$ cat config.mk
export PLATFORM = sky130hd
export DESIGN_NAME = lane_fmt_unit
export DESIGN_NICKNAME = d
export VERILOG_FILES = /design/src/rtl/lane_fmt_pkg.sv /design/src/rtl/lf_widen.sv /design/src/rtl/lf_narrow.sv /design/src/rtl/lf_shuffle.sv /design/src/rtl/lf_scalar.sv /design/src/rtl/lane_fmt_unit.sv
export SDC_FILE = /design/constraint.sdc
export NUM_CORES = 1
export LEC_CHECK = 0
export BUFFER_PORTS_ARGS = -buffer_cell sky130_fd_sc_hd__buf_2
export CORE_MARGIN = 4
export CORE_UTILIZATION = 26
export DETAILED_ROUTE_END_ITERATION = 6
export PLACE_DENSITY_LB_ADDON = 0.08
export SYNTH_ARGS = -nofsm -noshare
export SYNTH_HDL_FRONTEND = slang
export SYNTH_SLANG_ARGS = --single-unit
$ cat constraint.sdc
create_clock -name clk -period 3.5 [get_ports clk]
set_input_delay 0 -clock clk [delete_from_list [all_inputs] [get_ports clk]]
set_output_delay 0 -clock clk [all_outputs]
set_load 0.05 [all_outputs]
$ cat src/rtl/lane_fmt_pkg.sv
package lane_fmt_pkg;

    typedef enum logic [2:0] {
        OP_WIDEN   = 3'd0,
        OP_NARROW  = 3'd1,
        OP_QNARROW = 3'd2,
        OP_XPOSE   = 3'd3,
        OP_DUP     = 3'd4,
        OP_INSERT  = 3'd5,
        OP_EXTRACT = 3'd6,
        OP_RSVD    = 3'd7
    } lf_op_e;

    typedef enum logic {
        S_IDLE = 1'b0,
        S_HOLD = 1'b1
    } lf_state_e;

endpackage

$ cat src/rtl/lf_widen.sv
module lf_widen #(
    parameter int DATA_W = 32,
    parameter int LOG_W  = 1
) (
    input  logic [DATA_W-1:0]   src,
    input  logic                sgn,
    output logic [2*DATA_W-1:0] dst
);
    localparam int W = 1 << LOG_W;
    localparam int N = DATA_W / W;

    for (genvar i = 0; i < N; i++) begin : g_lane
        logic ext_bit;
        assign ext_bit = sgn & src[W*i + W-1];
        assign dst[2*W*i +: 2*W] = {{W{ext_bit}}, src[W*i +: W]};
    end
endmodule

$ cat src/rtl/lf_narrow.sv
module lf_narrow #(
    parameter int DATA_W = 32,
    parameter int LOG_W  = 2
) (
    input  logic [DATA_W-1:0] src1,
    input  logic [DATA_W-1:0] src2,
    input  logic              sat,
    input  logic              sgn,
    output logic [DATA_W-1:0] dst
);
    localparam int W    = 1 << LOG_W;
    localparam int H    = W / 2;
    localparam int N    = DATA_W / W;
    localparam int HALF = DATA_W / 2;
    localparam logic [H-1:0] SMAX = {1'b0, {(H-1){1'b1}}};
    localparam logic [H-1:0] SMIN = ~SMAX;

    for (genvar s = 0; s < 2; s++) begin : g_src
        for (genvar i = 0; i < N; i++) begin : g_lane
            logic [W-1:0] ln;
            logic [H-1:0] q;
            logic         sfit;
            logic         ufit;
            assign ln   = (s == 0) ? src1[W*i +: W] : src2[W*i +: W];
            assign sfit = (&ln[W-1:H-1]) | ~(|ln[W-1:H-1]);
            assign ufit = ~(|ln[W-1:H]);
            always_comb begin
                if (!sat)        q = ln[H-1:0];
                else if (sgn)    q = sfit ? ln[H-1:0] : (ln[W-1] ? SMIN : SMAX);
                else             q = ufit ? ln[H-1:0] : {H{1'b1}};
            end
            assign dst[HALF*s + H*i +: H] = q;
        end
    end
endmodule

$ cat src/rtl/lf_shuffle.sv
module lf_shuffle #(
    parameter int DATA_W = 32,
    parameter int LOG_W  = 1
) (
    input  logic [DATA_W-1:0]   src1,
    input  logic [DATA_W-1:0]   src2,
    output logic [2*DATA_W-1:0] xpose,
    output logic [DATA_W-1:0]   dup
);
    localparam int W = 1 << LOG_W;
    localparam int N = DATA_W / W;
    localparam int P = N / 2;

    for (genvar j = 0; j < P; j++) begin : g_pair
        assign xpose[2*W*j +: W]              = src1[W*(2*j) +: W];
        assign xpose[2*W*j + W +: W]          = src2[W*(2*j) +: W];
        assign xpose[DATA_W + 2*W*j +: W]     = src1[W*(2*j+1) +: W];
        assign xpose[DATA_W + 2*W*j + W +: W] = src2[W*(2*j+1) +: W];
    end

    for (genvar i = 0; i < N; i++) begin : g_dup
        assign dup[W*i +: W] = src1[W-1:0];
    end
endmodule

$ cat src/rtl/lf_scalar.sv
module lf_scalar #(
    parameter int DATA_W = 32,
    parameter int LOG_W  = 1,
    parameter int LN     = 4
) (
    input  logic [DATA_W-1:0] src1,
    input  logic [DATA_W-1:0] src2,
    input  logic [LN-1:0]     sel,
    input  logic              sgn,
    output logic [DATA_W-1:0] ins,
    output logic [DATA_W-1:0] ext
);
    localparam int W = 1 << LOG_W;
    localparam int N = DATA_W / W;

    logic [W-1:0] picked;

    for (genvar i = 0; i < N; i++) begin : g_ins
        assign ins[W*i +: W] = (sel == LN'(i)) ? src1[W-1:0] : src2[W*i +: W];
    end

    always_comb begin
        picked = '0;
        for (int i = 0; i < N; i++) begin
            if (sel == LN'(i)) picked = src1[W*i +: W];
        end
    end

    assign ext = {{(DATA_W-W){sgn & picked[W-1]}}, picked};
endmodule

$ cat src/rtl/lane_fmt_unit.sv
module lane_fmt_unit
    import lane_fmt_pkg::*;
#(
    parameter int DATA_W = 32,
    parameter int IDX_W  = 4
) (
    input  logic                clk,
    input  logic                rst_n,
    input  logic                in_valid,
    input  logic [2:0]          op,
    input  logic [2:0]          wcode,
    input  logic                sgn,
    input  logic [IDX_W-1:0]    idx,
    input  logic [DATA_W-1:0]   rs1,
    input  logic [DATA_W-1:0]   rs2,
    output logic                out_valid,
    output logic [2*DATA_W-1:0] result
);
    localparam int LOG_MAX = $clog2(DATA_W);
    localparam int NCODE   = 8;

    lf_op_e    op_e;
    lf_state_e state_q, state_nx;
    logic      sat_mode;

    logic [2*DATA_W-1:0] wid_r [NCODE];
    logic [2*DATA_W-1:0] xp_r  [NCODE];
    logic [DATA_W-1:0]   nar_r [NCODE];
    logic [DATA_W-1:0]   dup_r [NCODE];
    logic [DATA_W-1:0]   ins_r [NCODE];
    logic [DATA_W-1:0]   ext_r [NCODE];
    logic [2*DATA_W-1:0] res_nx, res_q;

    assign op_e     = lf_op_e'(op);
    assign sat_mode = (op_e == OP_QNARROW);

    for (genvar k = 0; k < NCODE; k++) begin : g_width
        if (k >= 1 && k <= LOG_MAX - 1) begin : g_lanes
            localparam int LNK = LOG_MAX - k;
            lf_widen #(.DATA_W(DATA_W), .LOG_W(k)) u_widen (
                .src (rs1),
                .sgn (sgn),
                .dst (wid_r[k])
            );
            lf_shuffle #(.DATA_W(DATA_W), .LOG_W(k)) u_shuffle (
                .src1  (rs1),
                .src2  (rs2),
                .xpose (xp_r[k]),
                .dup   (dup_r[k])
            );
            lf_scalar #(.DATA_W(DATA_W), .LOG_W(k), .LN(LNK)) u_scalar (
                .src1 (rs1),
                .src2 (rs2),
                .sel  (idx[LNK-1:0]),
                .sgn  (sgn),
                .ins  (ins_r[k]),
                .ext  (ext_r[k])
            );
        end else begin : g_nolanes
            assign wid_r[k] = '0;
            assign xp_r[k]  = '0;
            assign dup_r[k] = '0;
            assign ins_r[k] = '0;
            assign ext_r[k] = '0;
        end

        if (k >= 2 && k <= LOG_MAX) begin : g_nar
            lf_narrow #(.DATA_W(DATA_W), .LOG_W(k)) u_narrow (
                .src1 (rs1),
                .src2 (rs2),
                .sat  (sat_mode),
                .sgn  (sgn),
                .dst  (nar_r[k])
            );
        end else begin : g_nonar
            assign nar_r[k] = '0;
        end
    end

    always_comb begin
        res_nx = '0;
        unique case (op_e)
            OP_WIDEN:               res_nx = wid_r[wcode];
            OP_NARROW, OP_QNARROW:  res_nx = {{DATA_W{1'b0}}, nar_r[wcode]};
            OP_XPOSE:               res_nx = xp_r[wcode];
            OP_DUP:                 res_nx = {{DATA_W{1'b0}}, dup_r[wcode]};
            OP_INSERT:              res_nx = {{DATA_W{1'b0}}, ins_r[wcode]};
            OP_EXTRACT:             res_nx = {{DATA_W{1'b0}}, ext_r[wcode]};
            OP_RSVD:                res_nx = '0;
        endcase
    end

    // state register
    always_ff @(posedge clk) begin
        if (!rst_n) state_q <= S_IDLE;
        else        state_q <= state_nx;
    end

    // transitions: accept, chain, drain
    always_comb begin
        state_nx = state_q;
        unique case (state_q)
            S_IDLE: state_nx = in_valid ? S_HOLD : S_IDLE;
            S_HOLD: state_nx = in_valid ? S_HOLD : S_IDLE;
        endcase
    end

    // outputs
    always_ff @(posedge clk) begin
        if (!rst_n)        res_q <= '0;
        else if (in_valid) res_q <= res_nx;
    end

    assign out_valid = (state_q == S_HOLD);
    assign result    = res_q;
endmodule

==> results.md <==
* Port bufs at 142
* Failing checks: max-capacitance violations, max-slew violations
* CP max stage cell: nor2_1
* Syn_area_per_cell at 6.23 sq um
* Commonest non-fill, non-tap cell in the layout: nand2_1
* Max incr delay on CP at 0.84 ns
* Design area at 15800 sq um
* Placed instance area at 15500 sq um
* Overall Power at 4.11 mW
* Fin. Hold Viols at 0
* Tmin final at 3.29 ns
* CP Cell Sequence: buf_4 > buf_12 > nor2_1 > nand2_1 > o21ai_1 > a21oi_1 > a21oi_1 > o41ai_1 > nand2_1
* First-pass GRT wire length at 153000 um
* Final core occ at 0.307
* Final setup fails at 0
* Post-Syn Area at 13600 sq um
* Initial antenna violation count at 8
* Xor/xnor share of the synthesized area at 0.00129
* Sequential area share after synthesis at 0.0958
* Max Slew Vio Count at 8
* # DRC at 0
* Io pins at 143
* Layout Cells excl Fill at 2917
* Cell Rows at 83
* Clock power frac at 0.251
* Combinational share of power at 0.549
* Initial Util at 0.264
* Post-synth top flop: dfxtp_1
* Setup TNS at 0 ns
* Min-Delay Path Class: in2reg
* Clk buf depth at 2
* Clock Skews at 0 ns
* Worst slack at placement at 0.0644 ns
* Post-Syn Instances at 2181
* Largest family of logic cells by synthesized area: compound AO/OA/AOI/OAI gates
* Die height at 237 um
* Critical path class: in2reg
* Skew-Pair Late Insertion Delay at 0.37 ns
* Post-cts resize count at 0
* Lkg Pwr at 5.86 nW
* Synth cell types at 87
* Post-synth ARST share at 0
* Flop pwr share at 0.200
* Net switching fraction of the power at 0.521
* Final Cycle Share at 0.941
* PnR worst setup slack at 0.207 ns
* Complex-gate fraction of the synthesized area at 0.457
* Post-synthesis mux area share at 0.0905
* Clk Tree Root Cell: clkbuf_16
* Final ANT Viol Nets at 0
* Die Area at 56000 sq um
* Layout cells sized above 1 at 0.190
* Power Density at 261 nW/um^2
* Yosys Warn Count at 0
* Cells after DPL at 2895
* # Max-Cap Violations at 1
* Switch Pwr at 2.14 mW
* CTS sink cnt at 65
* Placer Congestion at 1.06
* Nets@finish at 2305
* RSZ-0062 raised after global routing: no
* Reg clk slew, reported paths at 0.07 ns
* Total Routed Length at 112000 um
* Most frequent cells in the layout: 268 x nand2_1, 264 x a21oi_1, 229 x o21ai_0, 185 x buf_4, 149 x nor2_1
* Largest net degree at the start of global routing at 59
* Measured slew at the worst slew-check pin at 1.57 ns
* Vias at 20.3k
* Nature of the critical path endpoint: flop
* Critical path launch point type: primary input
* Slew HR at -0.0488
* Worst hold slack at 0.184 ns
* Starting DRC count in detailed routing at 3294
* # H-tree levels at 3
* Via density at 6.96
* Post-DP HPWL at 82300 um
* Num CTS Buffers at 9
* Cell Int Power at 1.97 mW
* CORE AREA at 51500 sq um
* Required @ worst endpoint at 3.82 ns
* Syn nets at 2259
* Post-Synth Adder-Cell Area at 0
* Status: finished with violations
* Grt ovf at 0
* Vias in the first global route at 18.7k
* All-Layer GR Usage at 0.378
* Die width at 237 um
* F_max at 304 MHz
* Routed WL per cell at 38.4 um
* Drt pass-1 iters at 6
* Post-synth EDFFs at 0
* Post-Synth Simple-Gate Area at 0.257
* Yosys reg bits at 65
* Max FO, Critical Path at 23
* Area Growth Syn to Fin at 16.3%
* TritonCTS clock tree: done
* Peak supply drop at 0.224 mV
* Worst EP arrival at 3.62 ns
[critical path, delay by kind of cell]
kind / cells / cell delay (ns)
simple gates: 3 / 1.49
buf+inv: 2 / 0.36
compound gates: 4 / 1.72
[layout make-up]
class,count,area [sq um]
clock buffers,9,225
fillers,5875,35700
well taps,680,851
diodes,5,12.5
multi-input cells,1794,11000
clock inverters,7,82.6
repair buffers,332,2240
inverters,25,93.8
flip-flops and latches,65,1300
[cells by family (layout without fill, tap and decap cells)]
family,after synthesis,after routing
compound gates,956,956
simple gates,731,731
buf+inv,322,373
mux,105,105
flops,65,65
xor+xnor,2,2
other cells,0,5
[routing by layer]
metal  vias up  routed length (um)  GRT usage
met3       399               12800     0.0971
met2      1595               47200      0.568
met5         -                  44          0
met1      9939               43500      0.487
met4         8                8550      0.223
li1       8364                   -          -
[worst paths after layout]
path | cells past startpoint | end | from | slack, ns
worst min-delay path | 3 | result[16]$_SDFFE_PN0P_ | op[2] | 0.18
worst min register to register | 2 | result[63]$_SDFFE_PN0P_ | result[63]$_SDFFE_PN0P_ | 0.46
worst max register to register | 6 | result[1]$_SDFFE_PN0P_ | result[1]$_SDFFE_PN0P_ | 1.82
worst max-delay path | 9 | result[22]$_SDFFE_PN0P_ | wcode[1] | 0.21
[cells in the mapped netlist, drive strengths merged (27+ instances only)]
cell    count  share of area
dfxtp      65          0.096
o211ai     44          0.024
nor2      151          0.042
nor3       52          0.019
nand2     268          0.074
a211oi     51          0.028
mux2i      62          0.046
a22oi      37          0.020
clkbuf    207          0.057
a21oi     264          0.097
o21ai     231          0.085
mux2       32          0.027
nand2b     27          0.012
buf        90          0.034
nand3      65          0.024
a31oi      45          0.021
[power by group through the flow]
stage / Clock, mW / Combinational [mW] / Sequential, mW
after floorplan: 0 / 1.08 / 0.971
after global placement: 0 / 2.17 / 0.837
after detailed placement: 0 / 2.15 / 0.839
after CTS: 1.06 / 2.16 / 0.823
after global routing: 1.08 / 2.31 / 0.826
final: 1.03 / 2.26 / 0.823
[repair_timing]
item	CTS	global route
hold buffers	1	0
endpoints found under the hold margin	1	0
setup buffers	0	0
[state kept, by name, summed over array words and instances (netlist names)]
register	cells
result	64
out_valid	1
No activity file was read; power rests on OpenSTA's default activity.
